**src/rtl/tone_env_pkg.sv**
```systemverilog
package tone_env_pkg;

  typedef enum logic [1:0] {
    MODE_MSG  = 2'd0,
    MODE_TONE = 2'd1,
    MODE_DATA = 2'd2,
    MODE_MSG2 = 2'd3
  } modeE;

  typedef enum logic [2:0] {
    SEG_GAP,
    SEG_BIT_HI,
    SEG_BIT_LO,
    SEG_BURST,
    SEG_GUARD
  } segE;

  // strobes from control to datapath
  typedef struct packed {
    logic armSeg;   // load segment timer
    segE  segKind;  // which duration to load
    logic loadMsg;  // frame start: latch length, first byte, clear prescaler
    logic stepBit;  // advance to next bit (or next byte after parity)
  } ctlS;

  function automatic int maxOf(input int a, input int b);
    return (a > b) ? a : b;
  endfunction

endpackage

```
**src/rtl/tone_env_datapath.sv**
```systemverilog
module tone_env_datapath
  import tone_env_pkg::*;
#(
  parameter int CLK_PER_US  = 100,
  parameter int MAX_BYTES   = 8,
  parameter int T_SHORT_US  = 500,
  parameter int T_LONG_US   = 1000,
  parameter int T_GAP_US    = 16000,
  parameter int T_BURST_US  = 12500,
  parameter int T_GUARD_US  = 20000
) (
  input  logic       clk,
  input  logic       rst,
  input  logic       busy,
  input  ctlS        ctl,
  input  modeE       mode,
  input  logic       ldValid,
  input  logic [7:0] ldData,
  output logic       segEnd,
  output logic       curBit,
  output logic       bitWrap,
  output logic       allSent,
  output logic       hasBytes
);

  localparam int MAXD    = maxOf(maxOf(T_GAP_US, T_GUARD_US), maxOf(T_BURST_US, T_LONG_US));
  localparam int TMR_W   = $clog2(MAXD + 1);
  localparam int PRESC_W = (CLK_PER_US > 1) ? $clog2(CLK_PER_US) : 1;
  localparam int IDX_W   = $clog2(MAX_BYTES + 1);
  localparam int ADDR_W  = (MAX_BYTES > 1) ? $clog2(MAX_BYTES) : 1;

  // ---------------- microsecond tick ----------------
  logic [PRESC_W-1:0] presc;
  logic               tick;
  assign tick = (presc == PRESC_W'(CLK_PER_US - 1));

  always_ff @(posedge clk) begin
    if (rst || ctl.loadMsg) presc <= '0;
    else if (busy)          presc <= tick ? '0 : presc + PRESC_W'(1);
  end

  // ---------------- segment timer ----------------
  logic [TMR_W-1:0] tmr, dur;

  always_comb begin
    case (ctl.segKind)
      SEG_BIT_HI: dur = curBit ? TMR_W'(T_SHORT_US) : TMR_W'(T_LONG_US);
      SEG_BIT_LO: dur = curBit ? TMR_W'(T_LONG_US)  : TMR_W'(T_SHORT_US);
      SEG_BURST:  dur = TMR_W'(T_BURST_US);
      SEG_GUARD:  dur = TMR_W'(T_GUARD_US);
      default:    dur = TMR_W'(T_GAP_US);
    endcase
  end

  always_ff @(posedge clk) begin
    if (rst)                     tmr <= '0;
    else if (ctl.armSeg)         tmr <= dur;
    else if (tick && tmr != '0)  tmr <= tmr - TMR_W'(1);
  end

  assign segEnd = busy && tick && (tmr == TMR_W'(1));

  // ---------------- message store ----------------
  logic [7:0]       msgMem [MAX_BYTES];
  logic [IDX_W-1:0] wrCnt, byteIdx, msgLen, nextIdx;
  logic             ldOk;

  assign ldOk = ldValid && !busy && !ctl.loadMsg && (wrCnt < IDX_W'(MAX_BYTES));

  always_ff @(posedge clk) begin
    if (rst || ctl.loadMsg) wrCnt <= '0;
    else if (ldOk)          wrCnt <= wrCnt + IDX_W'(1);
  end

  always_ff @(posedge clk) begin
    if (ldOk) msgMem[wrCnt[ADDR_W-1:0]] <= ldData;
  end

  // ---------------- bit serializer ----------------
  logic [7:0] shreg, nextByte;
  logic       par;
  logic [3:0] bitIdx;

  assign nextIdx  = byteIdx + IDX_W'(1);
  assign nextByte = (nextIdx < msgLen) ? msgMem[nextIdx[ADDR_W-1:0]] : 8'h00;
  assign curBit   = (bitIdx == 4'd8) ? par : shreg[7];
  assign bitWrap  = (bitIdx == 4'd0);
  assign allSent  = (byteIdx == msgLen);
  assign hasBytes = (msgLen != '0);

  always_ff @(posedge clk) begin
    if (rst) begin
      shreg <= '0; par <= 1'b1; bitIdx <= '0; byteIdx <= '0; msgLen <= '0;
    end else if (ctl.loadMsg) begin
      par     <= 1'b1;
      bitIdx  <= '0;
      byteIdx <= '0;
      if (mode == MODE_DATA) begin
        shreg  <= 8'hFF;
        msgLen <= IDX_W'(1);
      end else if (mode == MODE_TONE) begin
        shreg  <= 8'h00;
        msgLen <= '0;
      end else begin
        shreg  <= msgMem[0];
        msgLen <= wrCnt;
      end
    end else if (ctl.stepBit) begin
      if (bitIdx == 4'd8) begin
        bitIdx  <= '0;
        par     <= 1'b1;
        byteIdx <= nextIdx;
        shreg   <= nextByte;
      end else begin
        par    <= par ^ shreg[7];
        shreg  <= {shreg[6:0], 1'b0};
        bitIdx <= bitIdx + 4'd1;
      end
    end
  end

  // ---------------- assertions ----------------
  a_r3_bit_index_range: assert property (@(posedge clk) disable iff (rst)
    bitIdx <= 4'd8);

  a_r8_count_bound: assert property (@(posedge clk) disable iff (rst)
    wrCnt <= IDX_W'(MAX_BYTES));

  a_r9_len_stable_busy: assert property (@(posedge clk) disable iff (rst)
    busy |=> $stable(msgLen));

  a_r11_seg_nonzero: assert property (@(posedge clk) disable iff (rst)
    ctl.armSeg |-> (dur != '0));

endmodule

```
**src/rtl/tone_env_ctrl.sv**
```systemverilog
module tone_env_ctrl
  import tone_env_pkg::*;
(
  input  logic clk,
  input  logic rst,
  input  logic start,
  input  modeE mode,
  input  logic segEnd,
  input  logic bitWrap,
  input  logic allSent,
  input  logic hasBytes,
  output ctlS  ctl,
  output logic env,
  output logic busy,
  output logic done
);

  typedef enum logic [2:0] {
    S_IDLE, S_LEAD, S_BHI, S_BLO, S_TAIL, S_TONE, S_GUARD
  } stateE;

  stateE state, nxt;
  modeE  modeQ;
  logic  fin, isMsg;

  assign isMsg = (modeQ == MODE_MSG) || (modeQ == MODE_MSG2);

  always_comb begin
    ctl         = '0;
    ctl.segKind = SEG_GAP;
    nxt         = state;
    fin         = 1'b0;
    case (state)
      S_IDLE: if (start) begin
        nxt = S_LEAD; ctl.loadMsg = 1'b1; ctl.armSeg = 1'b1;
      end
      S_LEAD: if (segEnd) begin
        ctl.armSeg = 1'b1;
        if (isMsg && hasBytes) begin nxt = S_BHI; ctl.segKind = SEG_BIT_HI; end
        else                         nxt = S_TAIL;
      end
      S_BHI: if (segEnd) begin
        nxt = S_BLO; ctl.armSeg = 1'b1; ctl.segKind = SEG_BIT_LO; ctl.stepBit = 1'b1;
      end
      S_BLO: if (segEnd) begin
        ctl.armSeg = 1'b1;
        if (bitWrap && allSent) begin
          if (modeQ == MODE_DATA) begin nxt = S_GUARD; ctl.segKind = SEG_GUARD; end
          else                          nxt = S_TAIL;
        end else begin
          nxt = S_BHI; ctl.segKind = SEG_BIT_HI;
        end
      end
      S_TAIL: if (segEnd) begin
        if (modeQ == MODE_TONE) begin
          nxt = S_TONE; ctl.armSeg = 1'b1; ctl.segKind = SEG_BURST;
        end else if (modeQ == MODE_DATA) begin
          nxt = S_BHI; ctl.armSeg = 1'b1; ctl.segKind = SEG_BIT_HI;
        end else begin
          nxt = S_IDLE; fin = 1'b1;
        end
      end
      S_TONE: if (segEnd) begin
        nxt = S_GUARD; ctl.armSeg = 1'b1; ctl.segKind = SEG_GUARD;
      end
      S_GUARD: if (segEnd) begin
        nxt = S_IDLE; fin = 1'b1;
      end
      default: nxt = S_IDLE;
    endcase
  end

  always_ff @(posedge clk) begin
    if (rst) begin
      state <= S_IDLE;
      modeQ <= MODE_MSG;
      done  <= 1'b0;
    end else begin
      state <= nxt;
      done  <= fin;
      if (state == S_IDLE && start) modeQ <= mode;
    end
  end

  assign env  = (state == S_BHI) || (state == S_TONE);
  assign busy = (state != S_IDLE);

  // ---------------- assertions ----------------
  a_r1_env_low_idle: assert property (@(posedge clk) disable iff (rst)
    !busy |-> !env);

  a_r10_done_single: assert property (@(posedge clk) disable iff (rst)
    done |=> !done);

  a_r10_done_ends_busy: assert property (@(posedge clk) disable iff (rst)
    done |-> (!busy && $past(busy)));

endmodule

```
**src/rtl/tone_envelope_tx.sv**
```systemverilog
module tone_envelope_tx
  import tone_env_pkg::*;
#(
  parameter int CLK_PER_US  = 100,
  parameter int MAX_BYTES   = 8,
  parameter int T_SHORT_US  = 500,
  parameter int T_LONG_US   = 1000,
  parameter int T_GAP_US    = 16000,
  parameter int T_BURST_US  = 12500,
  parameter int T_GUARD_US  = 20000
) (
  input  logic       clk,
  input  logic       rst,
  input  logic       ldValid,
  input  logic [7:0] ldData,
  input  logic       start,
  input  logic [1:0] mode,
  output logic       env,
  output logic       busy,
  output logic       done
);

  ctlS  ctl;
  modeE modeIn;
  logic segEnd, curBit, bitWrap, allSent, hasBytes;

  assign modeIn = modeE'(mode);

  tone_env_ctrl u_ctrl (
    .clk(clk), .rst(rst), .start(start), .mode(modeIn),
    .segEnd(segEnd), .bitWrap(bitWrap), .allSent(allSent), .hasBytes(hasBytes),
    .ctl(ctl), .env(env), .busy(busy), .done(done)
  );

  tone_env_datapath #(
    .CLK_PER_US(CLK_PER_US), .MAX_BYTES(MAX_BYTES),
    .T_SHORT_US(T_SHORT_US), .T_LONG_US(T_LONG_US), .T_GAP_US(T_GAP_US),
    .T_BURST_US(T_BURST_US), .T_GUARD_US(T_GUARD_US)
  ) u_dp (
    .clk(clk), .rst(rst), .busy(busy), .ctl(ctl), .mode(modeIn),
    .ldValid(ldValid), .ldData(ldData),
    .segEnd(segEnd), .curBit(curBit), .bitWrap(bitWrap),
    .allSent(allSent), .hasBytes(hasBytes)
  );

endmodule

```
**config.mk**
```make
export PLATFORM = sky130hd
export DESIGN_NAME = tone_envelope_tx
export DESIGN_NICKNAME = d
export VERILOG_FILES = /design/src/rtl/tone_env_pkg.sv /design/src/rtl/tone_env_datapath.sv /design/src/rtl/tone_env_ctrl.sv /design/src/rtl/tone_envelope_tx.sv
export SDC_FILE = /design/constraint.sdc
export NUM_CORES = 1
export LEC_CHECK = 0
export ABC_AREA = 1
export CAP_MARGIN = 20
export CORE_MARGIN = 2
export CORE_UTILIZATION = 62
export DETAILED_ROUTE_END_ITERATION = 10
export HOLD_SLACK_MARGIN = 0.1
export PLACE_DENSITY = 0.82
export RECOVER_POWER = 50
export SLEW_MARGIN = 20
export SYNTH_ARGS = -nofsm -noshare
export SYNTH_HDL_FRONTEND = slang
export SYNTH_SLANG_ARGS = --single-unit
export TNS_END_PERCENT = 30
```
**constraint.sdc**
```tcl
create_clock -name clk -period 3.1 [get_ports clk]
set_input_delay 0.62 -clock clk [delete_from_list [all_inputs] [get_ports clk]]
set_output_delay 0.62 -clock clk [all_outputs]
set_load 0.03 [all_outputs]
```
Yosys cells after proc, flatten, opt, wreduce, memory -nomap -nowiden
Memories as Yosys holds them, arrays and structs flattened.
Index checks and enable logic that the tools add are counted.
{"block": "classes", "add_sub_neg": 5, "multipliers": 0, "div": 0, "order_cmp": 2, "n_eq_ne": 26, "shifts": 0, "mux": 52, "n_bitwise": 1, "reduce_logical": 25}
{"op": "$pmux 15 s4", "count": 1}
{"op": "$mux 8", "count": 6}
{"op": "$mux 4", "count": 10}
{"op": "$mux 3", "count": 12}
{"op": "$mux 15", "count": 2}
{"op": "$pmux 3 s7", "count": 1}
{"op": "$mux 10", "count": 2}
{"op": "$eq 15x1->1 const B", "count": 1}
{"op": "$pmux 3 s5", "count": 1}
{"op": "$reduce_bool 15->1", "count": 1}
{"op": "$sub 15x1->15 const B", "count": 1}
{"op": "$ne 2x2->1 const B", "count": 7}
{"op": "$add 4x1->4 const B", "count": 3}
{"op": "$eq 3x2->1 const B", "count": 4}
{"op": "$eq 3x3->1 const B", "count": 4}
{"op": "$mux 1", "count": 12}
{"op": "$logic_and 1x1->1", "count": 9}
{"op": "$add 7x1->7 const B", "count": 1}
{"op": "$eq 7x7->1 const B", "count": 1}
{"op": "$mux 7", "count": 1}
{"op": "$reduce_and 7->1", "count": 1}
{"op": "$eq 2x2->1 const B", "count": 3}
{"op": "$eq 3x1->1 const B", "count": 2}
{"op": "$pmux 1 s6", "count": 1}
{"op": "other kinds (18)", "count": 24}
{"block": "word_totals", "register_bits": 53, "latchBits": 0, "ram_bits": 64, "mem_bits_ro": 0, "inputBits": 14, "output_inout_bits": 3, "elab_cells": 123, "n_memories": 1}
{"name": "u_dp.msgMem", "depth": 8, "width": 8, "read_ports": 2, "rd_clocked_by_memory_dff": 0, "write_ports": 1, "line": "tone_env_datapath.sv:64", "text": "logic [7:0] msgMem [MAX_BYTES];"}

Logic depth before layout (Yosys ltp)
{"block": "depth", "depth_word": 9, "ltp_mapped": 15, "depth_no_buf": 15}

Cells and area by module
From an unflattened synthesis, not the netlist that was laid out.
{"block": "hier_totals", "hier_cells": 726, "area_unflattened_um2": 5954.5}
{"mod": "tone_env_datapath", "n_inst": 1, "cells_each": 640, "area_per_inst_um2": 5393.9, "seq_area_each_um2": 2862.7}
{"mod": "tone_env_ctrl", "n_inst": 1, "cells_each": 86, "area_per_inst_um2": 560.5, "seq_area_each_um2": 120.1}

Worst setup path after synthesis
No wires, ideal clock.
{"block": "synth_path", "path_kind": "register to register", "start": "register u_ctrl.state[1]", "end": "memory u_dp.msgMem[2][0] (enable)", "t_arrival_ns": 1.896, "slack_ns": 0.821, "path_stages_with_launch": 8, "path_buffers": 1, "path_cell_list": "dfxtp_1 buf_2 nor2_4 nand2_8 nor2_1 nand3_1 or2_1 nor3_1"}
{"block": "synth_via", "elab_chain_len": 7}
{"item": "start: declaration", "line": "tone_env_ctrl.sv:22", "text": "stateE state, nxt;"}
{"item": "start signal: assignment", "line": "tone_env_ctrl.sv:79", "text": "state <= nxt;"}
{"item": "$reduce_bool 3->1", "line": "tone_env_ctrl.sv:86", "text": "assign busy = (state != S_IDLE);"}
{"item": "via busy", "line": "tone_envelope_tx.sv:19", "text": "output logic busy,"}
{"item": "$logic_not 1->1", "line": "tone_env_datapath.sv:68", "text": "assign ldOk = ldValid && !busy && !ctl.loadMsg && (wrCnt < IDX_W'(MAX_BYTES));"}
{"item": "$logic_and 1x1->1 (3 in series)", "line": "tone_env_datapath.sv:68"}
{"item": "$mux 1", "line": "tone_env_datapath.sv:76", "text": "if (ldOk) msgMem[wrCnt[ADDR_W-1:0]] <= ldData;"}
{"item": "$mux 1 (implied by the code)", "line": "tone_env_datapath.sv:76"}
{"item": "end: declaration", "line": "tone_env_datapath.sv:64"}
The timed path passes the listed nets, and every way through them passes these cells.

Worst setup path after layout
{"block": "layout_path", "start": "register u_ctrl.state[2]", "end": "output port env"}
{"block": "layout_via", "elab_chain_len": 2}
{"item": "$eq 3x2->1 / $eq 3x3->1 (equally long branches)", "line": "tone_env_ctrl.sv:85", "text": "assign env = (state == S_BHI) || (state == S_TONE);"}
{"item": "$logic_or 1x1->1 *", "line": "tone_env_ctrl.sv:85"}
{"item": "end: declaration", "line": "tone_envelope_tx.sv:18", "text": "output logic env,"}
Mark *: on every way between the ends. The rest lies on a longest branch, timed or not.

==> flow_metrics.tcl <==
set metrics [dict create \
    hold_viol 0 \
    yosysUniqueCellTypes 51 \
    max_slew_margin_pct 50.6 \
    cp.arrival_ps 2330 \
    antenna_found_initial 0 \
    drive_above_1_share_pct 12.7 \
    synth_area_per_cell_sq_um 8.81 \
    fin_hold_ws_ps 482 \
    setup_tns_ps 0 \
    syn_nets 702 \
    yosysTopAreaCell "edfxtp_1" \
    place_hpwl_mm 9.86 \
    clkTransAtPathRegs_ps 70 \
    switching_power_w 0.00199 \
    initial_core_util_pct 64.0 \
    p_clk_share_pct 35.3 \
    vias 4994 \
    post_cts_buffers 0 \
    route.detailed.drc 0 \
    design.portCount 17 \
    die_x_microns 102 \
    ys_seq_area_share_pct 50.2 \
    fin_cells 845 \
    cts_buffers 17 \
    synthDominantCellAreaShare_pct 32.4 \
    slew_viol_final 0 \
    period_share_pct 95.1 \
    crit_fanout 5 \
    crit_required_ps 2480 \
    grt.total_usage_pct 29.7 \
    area_growth_pct 14.0 \
    outcome "completed" \
    power_frac_seq_pct 37.1 \
    finalPower_w 0.00534 \
    root_buffer "clkbuf_8" \
    grt_pass1_wl_mm 23.5 \
    fin_worst_skew_ps 9.59 \
    powerDensity_nw_per_um2 788 \
    cts_hold_repair.buffers 0 \
    htreeDepth 4 \
    drv_cap 0 \
    setup_viol 0 \
    grt_setup_unrepaired "false" \
    ys_warn_count 0 \
    ys_dominant_reg_cell "edfxtp_1" \
    tritoncts "done" \
    yosys-top-cells-count "nand2_1 (136), nor2_1 (65), edfxtp_1 (64)" \
    ys_ff_latch 117 \
    multi_input_comb_area_sq_um 2550 \
    grt-ovfl-total 0 \
    ant_nets 0 \
    die_area_sq_um 10400 \
    ctsResizeCount 0 \
    period_minus_slack_ps 2950 \
    netlist_area_sq_um 5940 \
    final_nets 731 \
    clock_path_buffers 2 \
    grt_max_degree 39 \
    p_comb_share_pct 27.6 \
    wirelength_mm 14.4 \
    yosysMostFrequentCell "nand2_1" \
    diodes 0 \
    synth_edf_count 64 \
    grt_pass1_vias 4831 \
    cts_sinks 117 \
    fillers 698 \
    clock.fmax_mhz 339 \
    crit_type "reg -> out" \
    clk_latency_ps 540 \
    synth-async-reset-ratio_pct 0 \
    intPower_w 0.00334 \
    power.leakage_nw 2.66 \
    die_h_microns 102 \
    drt_iter0_markers 479 \
    via_per_inst 5.91 \
    synthTopCellsByArea "edfxtp_1 (32%), dfxtp_1 (18%), nand2_1 (8.6%), a21oi_1 (4.2%), o21ai_0 (4.1%)" \
    globalplace.congestion 0.919 \
    finish.utilization_pct 72.9 \
    io_buffers 16 \
    worst_pin_slew_ps 740 \
    crit_path_start_kind "flop" \
    place_inst 813 \
    seq_area_sq_um 2980 \
    syn_inst 674 \
    wl_per_cell_microns 17.1 \
    setup.worst_path.end_class "primary output" \
    dr.pass1.iters 5 \
    hp-class "reg -> reg" \
    core_area_sq_um 9280 \
    swShare_pct 37.4 \
    ir_drop_uv 481 \
    placementRows 35 \
]
-- flip-flops by register name (all words and copies together) (netlist names) --
register and count:
u_ctrl.done 1, u_ctrl.modeQ 2, u_ctrl.state 3, u_dp.bitIdx 4, u_dp.byteIdx 4, u_dp.msgLen 4
u_dp.msgMem 64, u_dp.par 1, u_dp.presc 7, u_dp.shreg 8, u_dp.tmr 15, u_dp.wrCnt 4
-- kinds of logic after synthesis --
group                    count (synthesis)  synth area share (%)
AO/OA/AOI/OAI                          157                  15.6
buffers and inverters                   84                  5.84
XOR/XNOR                                 7                  1.35
AND/OR/NAND/NOR                        295                  24.0
adder cells (fa/ha/maj)                 14                  2.95
flip-flops                             117                  50.2
-- worst max-delay path, stage by stage, from the launching register on --
cell	delay (ps)
dfxtp_1	420
inv_2	130
nor3_1	290
inv_1	160
nand2_1	110
clkdlybuf4s50_1	680
-- routing by layer --
layer	GRT usage (%)	share of wire [%]	vias to the layer above	wire length, microns
li1	-	-	2387	-
met1	36.0	41	2336	5880
met2	51.2	49	221	7110
met3	5.88	6.4	50	921
met4	13.6	3.5	0	501
met5	0	0	-	0
-- cells in the final DEF, fill, tap and decap left out, types with 7 or more instances in the layout --
master           instances
clkdlybuf4s50_1          8
ha_1                    14
clkbuf_16               16
o21ai_1                 12
a21oi_1                 50
nand4_1                  7
a31oi_1                  8
dlygate4sd3_1            8
dfxtp_1                 53
nand2_1                138
nor3_1                  14
inv_8                    7
inv_1                   51
edfxtp_1                64
o21ai_0                 49
a32o_1                   8
buf_4                   13
inv_2                    8
nand3_1                 32
nor2_1                  71
-- layout make-up --
| type | instances | share of cell area (%) |
|---|---|---|
| clock buffer | 17 | 6.12 |
| clock inverter | 15 | 2.26 |
| inverter | 65 | 3.66 |
| multi-input combinational | 473 | 37.7 |
| sequential | 117 | 44.1 |
| tap | 129 | 2.38 |
| timing repair buffer | 29 | 3.81 |
-- worst paths after layout --
kind / from / to / slack, ps / depth (start not counted)
min: u_dp.tmr[7] / u_dp.tmr[7] / 480 / 2
min reg2reg: u_dp.tmr[7] / u_dp.tmr[7] / 480 / 2
max: u_ctrl.state[2] / env / 150 / 5
max reg2reg: u_dp.tmr[1] / u_dp.bitIdx[2] / 360 / 12
-- through the flow --
stage | cell area (sq um) | setup WS (ps)
after global routing | 6770 | 51.8
after floorplan | 5940 | 821
after CTS | 6830 | 197
final | 6770 | 151
after detailed placement | 6260 | 309
after global placement | 6260 | 435
-- power groups by stage --
stage               clock network (W)  registers [W]  logic, W
floorplan                           0        0.00196   0.00119
global placement                    0        0.00200   0.00144
detailed placement                  0        0.00201   0.00147
CTS                           0.00189        0.00198   0.00149
global route                  0.00196        0.00200   0.00164
finish                        0.00188        0.00198   0.00147
No activity file was read; power rests on OpenSTA's default activity.
